==> src/rtl/cgms_pkg.sv <==
package cgms_pkg;

    localparam int WORD_W  = 20;
    localparam int PAY_W   = 14;
    localparam int CHK_W   = WORD_W - PAY_W;
    localparam int REF_W   = 2;
    localparam int FRAME_W = WORD_W + REF_W;

    typedef enum logic [1:0] {
        GEN_IDLE = 2'd0,
        GEN_WAIT = 2'd1,
        GEN_SEND = 2'd2
    } gen_state_t;

    typedef struct packed {
        logic [WORD_W-1:0] word;
        logic              hit;
    } line_cap_t;

    // One serial step of the x^6+x+1 check register.
    function automatic logic [CHK_W-1:0] chk_step(input logic [CHK_W-1:0] r,
                                                  input logic b);
        logic fb;
        fb = b ^ r[CHK_W-1];
        return {r[CHK_W-2:1], r[0] ^ fb, fb};
    endfunction

endpackage

==> src/rtl/cgms_chk6.sv <==
module cgms_chk6
    import cgms_pkg::*;
#(
    parameter int N_BITS = PAY_W
) (
    input  logic [N_BITS-1:0] payload,
    output logic [CHK_W-1:0]  chk
);
    logic [CHK_W-1:0] stage [0:N_BITS];

    assign stage[0] = '1;

    for (genvar i = 0; i < N_BITS; i++) begin : g_step
        assign stage[i+1] = chk_step(stage[i], payload[i]);
    end

    assign chk = stage[N_BITS];
endmodule

==> src/rtl/cgms_line_qual.sv <==
module cgms_line_qual
    import cgms_pkg::*;
#(
    parameter int LINE_W    = 10,
    parameter int ODD_LINE  = 20,
    parameter int EVEN_LINE = 283
) (
    input  logic              clk,
    input  logic              rst,
    input  logic              line_start,
    input  logic [LINE_W-1:0] line_num,
    input  logic              field_odd,
    input  logic              odd_en,
    input  logic              even_en,
    input  logic              crc_auto,
    input  logic [WORD_W-1:0] data_in,
    output line_cap_t         cap
);
    logic [CHK_W-1:0] chk;
    logic [WORD_W-1:0] word_next;
    logic hit_next;

    cgms_chk6 #(.N_BITS(PAY_W)) u_chk (
        .payload(data_in[PAY_W-1:0]),
        .chk    (chk)
    );

    always_comb begin
        word_next = crc_auto ? {chk, data_in[PAY_W-1:0]} : data_in;
        hit_next  = (field_odd  && odd_en  && line_num == LINE_W'(ODD_LINE)) ||
                    (!field_odd && even_en && line_num == LINE_W'(EVEN_LINE));
    end

    always_ff @(posedge clk) begin
        if (rst) begin
            cap <= '0;
        end else if (line_start) begin
            cap.word <= word_next;
            cap.hit  <= hit_next;
        end
    end
endmodule

==> src/rtl/cgms_bit_timer.sv <==
module cgms_bit_timer
    import cgms_pkg::*;
#(
    parameter int OFF_W    = 8,
    parameter int BIT_CLKS = 13,
    parameter int N_BITS   = FRAME_W
) (
    input  logic                        clk,
    input  logic                        rst,
    input  logic                        line_start,
    input  logic                        arm,
    input  logic [OFF_W-1:0]            start_off,
    output logic                        sending,
    output logic [$clog2(N_BITS)-1:0]   bit_idx,
    output logic [$clog2(BIT_CLKS)-1:0] sub_cnt
);
    localparam int IDX_W = $clog2(N_BITS);
    localparam int SUB_W = $clog2(BIT_CLKS);

    gen_state_t state;
    logic [OFF_W-1:0] wait_cnt;

    always_ff @(posedge clk) begin
        if (rst) begin
            state    <= GEN_IDLE;
            wait_cnt <= '0;
            bit_idx  <= '0;
            sub_cnt  <= '0;
        end else if (line_start) begin
            bit_idx  <= '0;
            sub_cnt  <= '0;
            wait_cnt <= start_off - OFF_W'(1);
            if (!arm)                  state <= GEN_IDLE;
            else if (start_off == '0)  state <= GEN_SEND;
            else                       state <= GEN_WAIT;
        end else begin
            case (state)
                GEN_WAIT: begin
                    if (wait_cnt == '0) state <= GEN_SEND;
                    else                wait_cnt <= wait_cnt - OFF_W'(1);
                end
                GEN_SEND: begin
                    if (sub_cnt == SUB_W'(BIT_CLKS - 1)) begin
                        sub_cnt <= '0;
                        if (bit_idx == IDX_W'(N_BITS - 1)) begin
                            bit_idx <= '0;
                            state   <= GEN_IDLE;
                        end else begin
                            bit_idx <= bit_idx + IDX_W'(1);
                        end
                    end else begin
                        sub_cnt <= sub_cnt + SUB_W'(1);
                    end
                end
                default: state <= GEN_IDLE;
            endcase
        end
    end

    assign sending = (state == GEN_SEND);


    sub_range_chk: assert property (@(posedge clk) disable iff (rst)
        sub_cnt < SUB_W'(BIT_CLKS));


    idx_range_chk: assert property (@(posedge clk) disable iff (rst)
        sending |-> bit_idx < IDX_W'(N_BITS));
endmodule

==> src/rtl/cgms_line_gen.sv <==
module cgms_line_gen
    import cgms_pkg::*;
#(
    parameter int LINE_W    = 10,
    parameter int OFF_W     = 8,
    parameter int BIT_CLKS  = 13,
    parameter int ODD_LINE  = 20,
    parameter int EVEN_LINE = 283
) (
    input  logic              clk,
    input  logic              rst,
    input  logic              line_start,
    input  logic [LINE_W-1:0] line_num,
    input  logic              field_odd,
    input  logic [19:0]       cgms_data,
    input  logic              odd_en,
    input  logic              even_en,
    input  logic              crc_auto,
    input  logic [OFF_W-1:0]  start_off,
    output logic              ins_valid,
    output logic              ins_bit
);
    localparam int IDX_W = $clog2(FRAME_W);
    localparam int SUB_W = $clog2(BIT_CLKS);

    line_cap_t cap;
    logic hit_now;
    logic sending;
    logic [IDX_W-1:0] bit_idx;
    logic [SUB_W-1:0] sub_cnt;
    logic [FRAME_W-1:0] frame;

    cgms_line_qual #(
        .LINE_W(LINE_W), .ODD_LINE(ODD_LINE), .EVEN_LINE(EVEN_LINE)
    ) u_qual (
        .clk       (clk),
        .rst       (rst),
        .line_start(line_start),
        .line_num  (line_num),
        .field_odd (field_odd),
        .odd_en    (odd_en),
        .even_en   (even_en),
        .crc_auto  (crc_auto),
        .data_in   (cgms_data),
        .cap       (cap)
    );

    assign hit_now = (field_odd  && odd_en  && line_num == LINE_W'(ODD_LINE)) ||
                     (!field_odd && even_en && line_num == LINE_W'(EVEN_LINE));

    cgms_bit_timer #(
        .OFF_W(OFF_W), .BIT_CLKS(BIT_CLKS), .N_BITS(FRAME_W)
    ) u_timer (
        .clk       (clk),
        .rst       (rst),
        .line_start(line_start),
        .arm       (hit_now),
        .start_off (start_off),
        .sending   (sending),
        .bit_idx   (bit_idx),
        .sub_cnt   (sub_cnt)
    );

    assign frame     = {cap.word, 1'b0, 1'b1};
    assign ins_valid = sending;
    assign ins_bit   = sending & frame[bit_idx];


    word_hold_chk: assert property (@(posedge clk) disable iff (rst)
        (ins_valid && !$past(line_start)) |-> $stable(cap.word));


    no_hit_quiet_chk: assert property (@(posedge clk) disable iff (rst)
        (line_start && !hit_now) |=> !ins_valid);


    bit_hold_chk: assert property (@(posedge clk) disable iff (rst)
        (ins_valid && sub_cnt != '0) |-> $stable(ins_bit));


    bit_gated_chk: assert property (@(posedge clk) disable iff (rst)
        !ins_valid |-> !ins_bit);


    hit_match_chk: assert property (@(posedge clk) disable iff (rst)
        ins_valid |-> cap.hit);
endmodule

==> config.mk <==
export PLATFORM = sky130hd
export DESIGN_NAME = cgms_line_gen
export DESIGN_NICKNAME = d
export VERILOG_FILES = /design/src/rtl/cgms_pkg.sv /design/src/rtl/cgms_chk6.sv /design/src/rtl/cgms_line_qual.sv /design/src/rtl/cgms_bit_timer.sv /design/src/rtl/cgms_line_gen.sv
export SDC_FILE = /design/constraint.sdc
export NUM_CORES = 1
export LEC_CHECK = 0
export BUFFER_PORTS_ARGS = -buffer_cell sky130_fd_sc_hd__buf_2
export CAP_MARGIN = 0
export CORE_UTILIZATION = 35
export CTS_CLUSTER_DIAMETER = 200
export DETAILED_ROUTE_END_ITERATION = 10
export GPL_ROUTABILITY_DRIVEN = 0
export PLACE_DENSITY = 0.64
export SYNTH_ARGS = -nofsm -noshare
export SYNTH_HDL_FRONTEND = slang
export SYNTH_HIERARCHICAL = 1
export SYNTH_SLANG_ARGS = --single-unit
export TNS_END_PERCENT = 5
==> constraint.sdc <==
create_clock -name clk -period 2 [get_ports clk]
set_input_delay 0.1 -clock clk [delete_from_list [all_inputs] [get_ports clk]]
set_output_delay 0.1 -clock clk [all_outputs]
set_load 0.02 [all_outputs]
==> Word level (Yosys, flattened, before mapping) <==
Index checks and enable logic that the tools add are counted.
Widths: inputs -> output; s select.
{ "word_totals": {"wordCells": 76, "ff_bits": 39, "out_inout_bits": 2, "in_bits": 45} }
{ "op_classes": {"n_addsub": 4, "reduce_logical": 13, "n_mux": 15, "eq_ne": 10, "order_cmp": 1, "bitwise": 28} }
{ "ops": {"columns": ["cell", "n"], "rows": [
  ["$mux 8", 3],
  ["$xor 1x1->1", 22],
  ["$mux 20", 1],
  ["$logic_not 8->1", 2],
  ["$sub 8x1->8 const B", 2],
  ["$mux 2", 6],
  ["$eq 10x5->1 const B", 1],
  ["$eq 10x9->1 const B", 1],
  ["$ne 3x2->1 const B", 3],
  ["$lt 5x6->1 const B", 1],
  ["$add 5x1->5 const B", 1],
  ["$bmux 1 s5", 1],
  ["$eq 5x5->1 const B", 1],
  ["$mux 5", 1],
  ["$not 1->1", 5],
  ["$add 4x1->4 const B", 1],
  ["$eq 4x4->1 const B", 1],
  ["$logic_and 1x1->1", 4],
  ["$mux 4", 1],
  ["$pmux 2 s2", 1],
  ["$reduce_and 2->1", 2],
  ["$reduce_and 3->1", 1],
  ["$eq 2x1->1 const B", 1],
  ["$eq 2x2->1 const B", 1],
  ["7 further kinds", 7]
]} }

==> Longest topological paths before layout <==
Gate-level depths: netlist (run 1).
{ "logic_depth": {"word_depth": 7, "ltp_mapped": 8, "depth_no_buf": 7} }

==> Modules after synthesis <==
The synthesis (run 1) kept the hierarchy.
{ "by_module_without_submodules": {"columns": ["mod", "area_each_um2", "cells_each", "seq_area_each_um2", "instances"], "rows": [
  ["cgms_bit_timer", 1221.2, 142, 380.4, 1],
  ["cgms_line_qual", 847.1, 84, 420.4, 1],
  ["cgms_line_gen", 252.7, 31, 0.0, 1],
  ["cgms_chk6", 209.0, 23, 0.0, 1]
]} }

==> Least setup slack after synthesis (run 1) <==
Ideal clock, no wire load.
{ "synth_path": {"kind": "input to register", "startpoint": "input port line_start", "endpoint": "register u_timer.wait_cnt[6]", "path_buffers": 2, "t_required_ns": 1.869, "setup_ns": 0.131, "arrival_ns": 1.605, "path_stages": 8, "setup_slack_ns": 0.264, "cell_sequence": "buf_2 -> buf_1 -> mux2i_1 -> ha_1 -> inv_1 -> o211a_1 -> o32ai_1 -> a21oi_1"} }
{ "synth_via": {"elab_chain_len": 2, "word_cells_on_any_way": 4, "classes_between": "1 x eq/ne; 1 x mux; 2 x reduce/logical"} }
{ "synth_lines": {"columns": ["item", "line_no", "source"], "rows": [
  ["start: declaration", "cgms_line_gen.sv:12", "input logic line_start,"],
  ["$ne 2x2->1 (no source line) / $reduce_bool 2->1 (equally long branches)", null, null],
  ["$reduce_and 2->1 (no source line)", null, null],
  ["end signal: assignment", "cgms_bit_timer.sv:32", "wait_cnt <= start_off - OFF_W'(1);"],
  ["end signal: assignment", "cgms_bit_timer.sv:40", "else wait_cnt <= wait_cnt - OFF_W'(1);"],
  ["end: declaration", "cgms_bit_timer.sv:21", "logic [OFF_W-1:0] wait_cnt;"]
]} }
Several ways; a longest one is shown, not always the timed one.
A chain may end at the register's enable or synchronous reset.

==> Worst setup path after layout (run 1) <==
{ "layout_path": {"startpoint": "register u_timer.bit_idx[0]", "endpoint": "output port ins_bit"} }
{ "layout_via": {"elab_chain_len": 3} }
{ "layout_lines": {"columns": ["item", "line_no", "source"], "rows": [
  ["start: declaration", "cgms_bit_timer.sv:14", "output logic [$clog2(N_BITS)-1:0] bit_idx,"],
  ["start signal: assignment", "cgms_bit_timer.sv:49", "bit_idx <= bit_idx + IDX_W'(1);"],
  ["$bmux 1 s5", "cgms_line_gen.sv:66", "assign ins_bit = sending & frame[bit_idx];"],
  ["$mux 1 (not written as such)", "cgms_line_gen.sv:66", null],
  ["$and 1x1->1", "cgms_line_gen.sv:66", null],
  ["end: declaration", "cgms_line_gen.sv:21", "output logic ins_bit"]
]} }
No other way between the ends. The select of a mux whose other input is x is not followed.

==> results of run 1 <==
-- per-layer routing --
| layer | global-route usage (%) | vias to the layer above | share of wire, % |
|---|---|---|---|
| met4 | 5.30 | 0 | 1.4 |
| met1 | 20.7 | 959 | 50 |
| met2 | 24.5 | 56 | 44 |
| li1 | - | 1036 | - |
| met5 | 0 | - | 0 |
| met3 | 4.28 | 8 | 4.9 |
-- through the flow --
step | setup slack, ns | total power, mW | std cells
2_1_floorplan | 0.264 | 1.11 | 268
3_3_place_gp | 0.233 | 1.22 | 382
3_5_place_dp | 0.225 | 1.22 | 382
4_1_cts | 0.0454 | 1.91 | 390
5_1_grt | 0.0120 | 1.99 | 390
6_report | 0.120 | 1.89 | 390
-- report_power, final --
| part | total [mW] | switching, mW | internal, mW |
|---|---|---|---|
| clock | 0.686 | 0.282 | 0.404 |
| combinational | 0.357 | 0.181 | 0.176 |
| sequential | 0.844 | 0.0286 | 0.816 |
-- state kept, by name, summed over array words and instances, names as in the netlist --
| signal | flops |
|---|---|
| u_timer/state | 2 |
| u_timer/wait_cnt | 8 |
| u_timer/bit_idx | 5 |
| u_qual/cap | 20 |
| u_timer/sub_cnt | 4 |
-- how the worst min path moves through the flow --
stage                       start             end  slack, ns  cells past startpoint
floorplan                     rst  u_qual/cap[20]       0.17                      1
global placement     cgms_data[7]   u_qual/cap[8]       0.36                      3
detailed placement  cgms_data[13]  u_qual/cap[14]       0.37                      3
CTS                 cgms_data[13]  u_qual/cap[14]       0.07                      3
global route         cgms_data[5]   u_qual/cap[6]       0.10                      3
finish              cgms_data[13]  u_qual/cap[14]       0.07                      3
-- critical path, delay by kind of cell, from the launching register on --
family                 cells  cell delay, ns
buffers and inverters      1            0.15
flip-flops                 1            0.40
AND/OR/NAND/NOR            1            0.06
AO/OA/AOI/OAI              1            0.22
multiplexers               2            0.66
-- area by class of cell --
type,count,area share (%)
inverter,7,0.934
timing repair buffer,51,9.52
multi-input combinational,205,53.9
clock inverter,2,1.25
sequential,39,27.9
clock buffer,6,2.94
tap,80,3.56
-- repair_timing --
action	CTS	global route
pin swaps	0	0
buffers inserted	0	0
gates resized for setup	2	1
hold buffers	0	0
cloned	0	0
setup endpoints to repair	1	1
==> flow_summary.toml, run 1 <==
[global_route]
grt_overflow = 0
grt_pass1_wl_um = 9040
grt_start_max_net_pins = 38
grt_pass1_vias = 1955
antenna_found_initial = 0
grt_usage_pct = 15.6

[synth]
syn_area_um2 = 2430
syn_nets = 318
synth.yosys.warnings = 6
synth_cells = 268
synth_area_per_cell_um2 = 9.08

[floorplan]
placementRows = 30
core-area_um2 = 6760
die_w_um = 85.4
fp.dieH_um = 85.4
fp.dieArea_um2 = 7290
start_util_pct = 36.0
ioPinCount = 47

[final_layout]
drive_above_1_share_pct = 23.5
multi_input_area_um2 = 1520
final_cell_mix = "buf_2, nor2_1, dfxtp_1"
final_net_count = 359
antenna_cells = 0
fill_cells = 686
ff_latch_area_um2 = 786
syn2layout_area_growth_pct = 15.6
design_area_um2 = 2810
fin_util_pct = 41.6
layout_commonest_cell = "buf_2"

[placed_design]
placed_area_um2 = 2690
port_buffers = 46
dp_hpwl_um = 3940

[setup_path]
slowest_stage = "mux4_2"
crit_fanout = 4
crit_path_end_kind = "primary output"
reg2reg_slack_ns = 0.20
crit_chain = "mux4_2 -> mux2i_1 -> nor2_1 -> o211a_1 -> buf_2"
arrival_ns = 1.78
rr_worst_depth = 4
crit_type = "flop to primary output"
r2r-start = "u_timer/wait_cnt[2]"
crit_end = "ins_bit"
cp-startpoint = "u_timer/bit_idx[0]"
required_ns = 1.90
startpoint_type = "flop"
max_stage_delay_ns = 0.50
r2r-end = "u_timer/wait_cnt[5]"

[power_and_ir_drop]
ir_worst_vdd_mv = 0.329
p_per_area_nw_per_um2 = 671
p_leak_nw = 1.14

[outcome]
run_status = "finished, final reports clean"

[route]
num_vias = 2059
via_per_inst = 5.28
wl_per_cell_um = 13.5
remaining_drc_errors = 0
drt-total-wl_um = 5260
drtAntennaViolNets = 0
dr.pass1.iters = 4
drt_iter0_drc = 82

[min_path]
hp-class = "input port to flop"

[clocking]
cts_tree = "yes"
clk_latency_ns = 0.29
numClockSinks = 39
clk_pin_slew_ns = 0.08
root_buffer = "clkbuf_8"
cts_inserted_buffers = 5
cts.path.max_buffers = 2
h-tree-depth = 2

[timing]
rsz0062_at_grt = "no"
slew_violations = 0
post-route-period-util_pct = 94.0
fmax_mhz = 532
tns_ns = 0
hold_viol = 0
fin_skew_ns = 0.00302
fin_hold_ws_ns = 0.0750
worstMarginPinSlew_ns = 0.545
min_period_ns = 1.88
max_slew_margin_pct = 63.2
setup_viol = 0

[flow_run]
maxCapViolations = 0
Note: power is estimated with default switching activity, not from simulation.
==> run 2, diff against run 1 <==
Settings changed: GPL_TIMING_DRIVEN set to 0.
==> flow_summary.toml, run 2 (synthesis gave the netlist of run 1 again) <==
[timing]
max_slew_margin_pct = 58.2
fin_hold_ws_ns = 0.0819
setup_viol = 0
min_period_ns = 1.92
slew_violations = 0
fmax_mhz = 520
fin_skew_ns = 0.0109
hold_viol = 0
worstMarginPinSlew_ns = 0.618
post-route-period-util_pct = 96.2

[global_route]
grt_pass1_vias = 1986
grt_pass1_wl_um = 9050
grt_usage_pct = 15.5
grt_overflow = 0
grt_start_max_net_pins = 12
antenna_found_initial = 0

[setup_path]
max_stage_delay_ns = 0.51
crit_fanout = 8
crit_type = "flop to primary output"
crit_path_end_kind = "primary output"
r2r-start = "u_timer/wait_cnt[2]"
cp-startpoint = "u_timer/bit_idx[0]"
startpoint_type = "flop"
required_ns = 1.90
crit_chain = "mux4_2 -> mux2i_1 -> nor2_1 -> o211a_1 -> buf_2"
arrival_ns = 1.82
slowest_stage = "mux4_2"

[power_and_ir_drop]
p_total_mw = 1.73
p_leak_nw = 1.17
p_per_area_nw_per_um2 = 604
ir_worst_vdd_mv = 0.253

[floorplan]
placementRows = 30
die_w_um = 85.4
fp.dieArea_um2 = 7290
core-area_um2 = 6760
start_util_pct = 36.0
ioPinCount = 47
fp.dieH_um = 85.4

[route]
remaining_drc_errors = 0
wl_met1_um = 2600
dr.pass1.iters = 4
top_layer = "met4"
drtAntennaViolNets = 0
drt-total-wl_um = 5450
met3_length_um = 296
wl_per_cell_um = 13.5
via_per_inst = 5.24
num_vias = 2111
drt_iter0_drc = 79
met2_length_um = 2530

[final_layout]
final_cell_mix = "buf_2, nor2_1, dfxtp_1"
fill_cells = 695
largest_register_ffs = 20
drive_above_1_share_pct = 24.5
final_net_count = 372
syn2layout_area_growth_pct = 17.8
antenna_cells = 0
top_regs = "u_qual/cap x20, u_timer/wait_cnt x8, u_timer/bit_idx x5"
largest-register = "u_qual/cap"
layout_commonest_cell = "buf_2"

[clocking]
root_buffer = "clkbuf_8"
cts_tree = "yes"
ctsHoldBuffers = 0
clk_pin_slew_ns = 0.08
cts.path.max_buffers = 2
cts_inserted_buffers = 5
h-tree-depth = 2
clk_latency_ns = 0.29
numClockSinks = 39

[outcome]
run_status = "finished, final reports clean"

[placed_design]
dp_hpwl_um = 4140
port_buffers = 44

[flow_run]
maxCapViolations = 0

[min_path]
min-delay-start = "rst"
hp-class = "input port to flop"
## run 2: cell types whose count changed in the layout (fill, tap and decap cells not counted), sizes merged
cell,before,now
buf,51,56
bufinv,1,0
clkbuf,6,15
## run 2: final cells by class
| type | count | area, um2 | area share, % |
|---|---|---|---|
| multi-input combinational | 205 | 1520 | 53.0 |
| sequential | 39 | 788 | 27.5 |
| timing repair buffer | 49 | 258 | 8.99 |
| tap | 80 | 100 | 3.49 |
| buffer | 15 | 93.8 | 3.27 |
| clock buffer | 7 | 76.3 | 2.66 |
| inverter | 7 | 26.3 | 0.917 |
| clock inverter | 1 | 5.00 | 0.175 |
## run 2: worst max-delay path, delay by kind of cell, from the launching register on
family	cells	cell delay, ns
compound gates	1	0.22
buf+inv	1	0.15
flops	1	0.43
mux	2	0.68
simple gates	1	0.06
## run 2: path summary, 6_finish.rpt
check / slack, ns / cells after the start / to
max: 0.08 / 5 / ins_bit
min: 0.08 / 2 / u_qual/cap[20]
max reg2reg: 0.24 / 5 / u_timer/wait_cnt[5]
min reg2reg: 0.49 / 2 / u_qual/cap[15]
## run 2: metal layers
| metal | vias to the layer above | track usage, % |
|---|---|---|
| met4 | 0 | 4.09 |
| met3 | 2 | 3.89 |
| met1 | 986 | 20.0 |
| met2 | 54 | 25.8 |
| met5 | - | 0 |
| li1 | 1069 | - |
## run 2: where the power goes
group / internal [mW] / switching, mW
clock: 0.245 / 0.271
combinational: 0.185 / 0.189
sequential: 0.815 / 0.0273
total: 1.24 / 0.488
## run 2: per-stage QoR
| step | setup slack [ns] | setup TNS, ns | cells | cell area (um2) | utilization, % |
|---|---|---|---|---|---|
| finish | 0.0757 | 0 | 403 | 2870 | 42.4 |
| global route | -0.00280 | -0.00280 | 403 | 2870 | 42.4 |
| CTS | 0.0238 | 0 | 399 | 2830 | 41.9 |
| detailed placement | -0.0989 | -0.174 | 392 | 2750 | 40.7 |
| global placement | -0.0608 | -0.0631 | 392 | 2750 | 40.7 |
| floorplan | 0.264 | 0 | 268 | 2430 | - |
## run 2: what timing repair did
action | CTS | global route
buffers inserted | 0 | 5
endpoints found under the hold margin | 0 | 0
gates resized for setup | 5 | 2
setup endpoints to repair | 1 | 1
gates cloned | 0 | 0
==> run 3, diff against run 2 <==
Settings changed: ABC_AREA set to 1, GPL_TIMING_DRIVEN 0 to unset, PLACE_DENSITY 0.64 to 0.63.
==> flow_summary.toml, run 3 <==
[outcome]
run_status = "finished, final reports clean"

[clocking]
clk_pin_slew_ns = 0.08
clk_latency_ns = 0.30
cts.path.max_buffers = 2
postCtsResizedCells = 0
h-tree-depth = 2
root_buffer = "clkbuf_8"
post_cts.repair.setup_buffers = 0
ctsHoldBuffers = 0
cts_inserted_buffers = 5
cts_tree = "yes"
numClockSinks = 39

[floorplan]
fp.dieArea_um2 = 8060
die_w_um = 89.8
ioPinCount = 47
fp.dieH_um = 89.8
placementRows = 31
core-area_um2 = 7330
start_util_pct = 36.8

[timing]
post-route-period-util_pct = 84.6
max_slew_margin_pct = 66.6
tns_ns = 0
fin_skew_ns = 0.00679
slew_violations = 0
fmax_mhz = 591
hold_viol = 0
rsz0062_at_grt = "no"
min_period_ns = 1.69
worstMarginPinSlew_ns = 0.500
setup_viol = 0

[min_path]
min-delay-start = "cgms_data[7]"
whs_path_depth = 3
hp-class = "input port to flop"
hold_path_end = "u_qual/cap[8]"

[setup_path]
max_stage_delay_ns = 0.53
rr_worst_depth = 7
crit_chain = "inv_2 -> nor2_1 -> nand3_1 -> nand2_1 -> inv_1 -> nand2_1 -> nand2_1 -> nand3_1 -> nor2_1 -> buf_2"
crit_path_end_kind = "primary output"
arrival_ns = 1.59
cpMostUsedCell = "nand2_1"
crit_fanout = 9
critPathBufInv = 3
r2r-end = "u_timer/bit_idx[2]"
startpoint_type = "flop"
required_ns = 1.90
crit_type = "flop to primary output"
slowest_stage = "dfxtp_1"
reg2reg_slack_ns = 0.54
r2r-start = "u_timer/sub_cnt[0]"
cpLargestDelayFamily = "flip-flops"

[route]
via_per_inst = 4.67
drt_iter0_drc = 105
drtAntennaViolNets = 0
remaining_drc_errors = 0
wl_per_cell_um = 10.5
drt-total-wl_um = 6140
num_vias = 2739
dr.pass1.iters = 4

[final_layout]
top_regs = "u_qual/cap x20, u_timer/wait_cnt x8, u_timer/bit_idx x5"
syn2layout_area_growth_pct = 14.8
final_cell_mix = "nand2_1, inv_1, nor2_1"
fill_cells = 814
largest_register_ffs = 20
layout.cells.non_filler = 587
design_area_um2 = 3090
largest-register = "u_qual/cap"
final_net_count = 537
drive_above_1_share_pct = 18.0
layout_commonest_cell = "nand2_1"
antenna_cells = 0

[global_route]
grt_pass1_wl_um = 10900
grt_pass1_vias = 2448
grt_overflow = 0
grt_start_max_net_pins = 31
antenna_found_initial = 0
grt_usage_pct = 16.2

[placed_design]
placed_area_um2 = 3010
port_buffers = 46
dp_hpwl_um = 4920
dp.cells = 579

[power_and_ir_drop]
ir_worst_vdd_mv = 0.257
seq_power_share_pct = 47.4
p_int_mw = 1.22
pwr-share-clk_pct = 30.1
p_per_area_nw_per_um2 = 579
p_sw_uw = 571
p_leak_nw = 1.59
pwr-share-comb_pct = 22.6
switching_share_pct = 31.9

[synth]
synth_area_per_cell_um2 = 6.13
synth.yosys.warnings = 6
syn_area_um2 = 2700
synth_cells = 440
syn_nets = 490

[flow_run]
maxCapViolations = 0
## run 3: how the worst max path moves through the flow
stage | slack, ns | to | cells after the start | from
2_1_floorplan | 0.69 | ins_bit | 9 | u_timer/bit_idx[0]
3_3_place_gp | 0.56 | u_timer/wait_cnt[6] | 12 | line_start
3_5_place_dp | 0.52 | u_timer/wait_cnt[6] | 12 | line_start
4_1_cts | 0.28 | ins_bit | 10 | u_timer/bit_idx[2]
5_1_grt | 0.12 | ins_bit | 9 | u_timer/bit_idx[2]
6_report | 0.31 | ins_bit | 10 | u_timer/bit_idx[2]
## run 3: per-stage QoR
step / util (%) / worst slack, ns / hold slack, ns / power [mW]
final: 42.2 / 0.307 / 0.0694 / 1.79
after CTS: 42.2 / 0.281 / 0.0647 / 1.81
after detailed placement: 41.0 / 0.524 / 0.376 / 1.27
after global routing: 42.2 / 0.116 / 0.0778 / 1.91
after global placement: 41.0 / 0.555 / 0.372 / 1.26
after floorplan: - / 0.688 / 0.162 / 1.15
## run 3: tightest hold or removal path, cell delays in order
cell and delay (ns):
buf_2 0.10, nor2_1 0.05, nor2_1 0.08
## run 3: area by class of cell
| cell class | instances | area (um2) | area share, % |
|---|---|---|---|
| clock buffer | 5 | 68.8 | 2.22 |
| tap | 99 | 124 | 4.00 |
| sequential | 39 | 781 | 25.2 |
| multi-input combinational | 326 | 1590 | 51.5 |
| inverter | 66 | 255 | 8.25 |
| timing repair buffer | 49 | 253 | 8.17 |
| clock inverter | 3 | 20.0 | 0.647 |
## run 3: layer usage
metal	share of wire, %	global-route usage, %	up-vias	wire (um)
li1	-	-	1468	-
met1	49	21.7	1225	3030
met2	46	26.2	40	2840
met3	3.4	2.96	6	206
met4	1.2	4.92	0	71
met5	0	0	-	0
## run 3: power by group through the flow
stage | logic [mW] | registers, mW | clock network (mW)
after CTS | 0.406 | 0.848 | 0.556
after global routing | 0.473 | 0.854 | 0.587
after global placement | 0.398 | 0.866 | 0
after floorplan | 0.292 | 0.858 | 0
final | 0.405 | 0.848 | 0.539
after detailed placement | 0.405 | 0.866 | 0
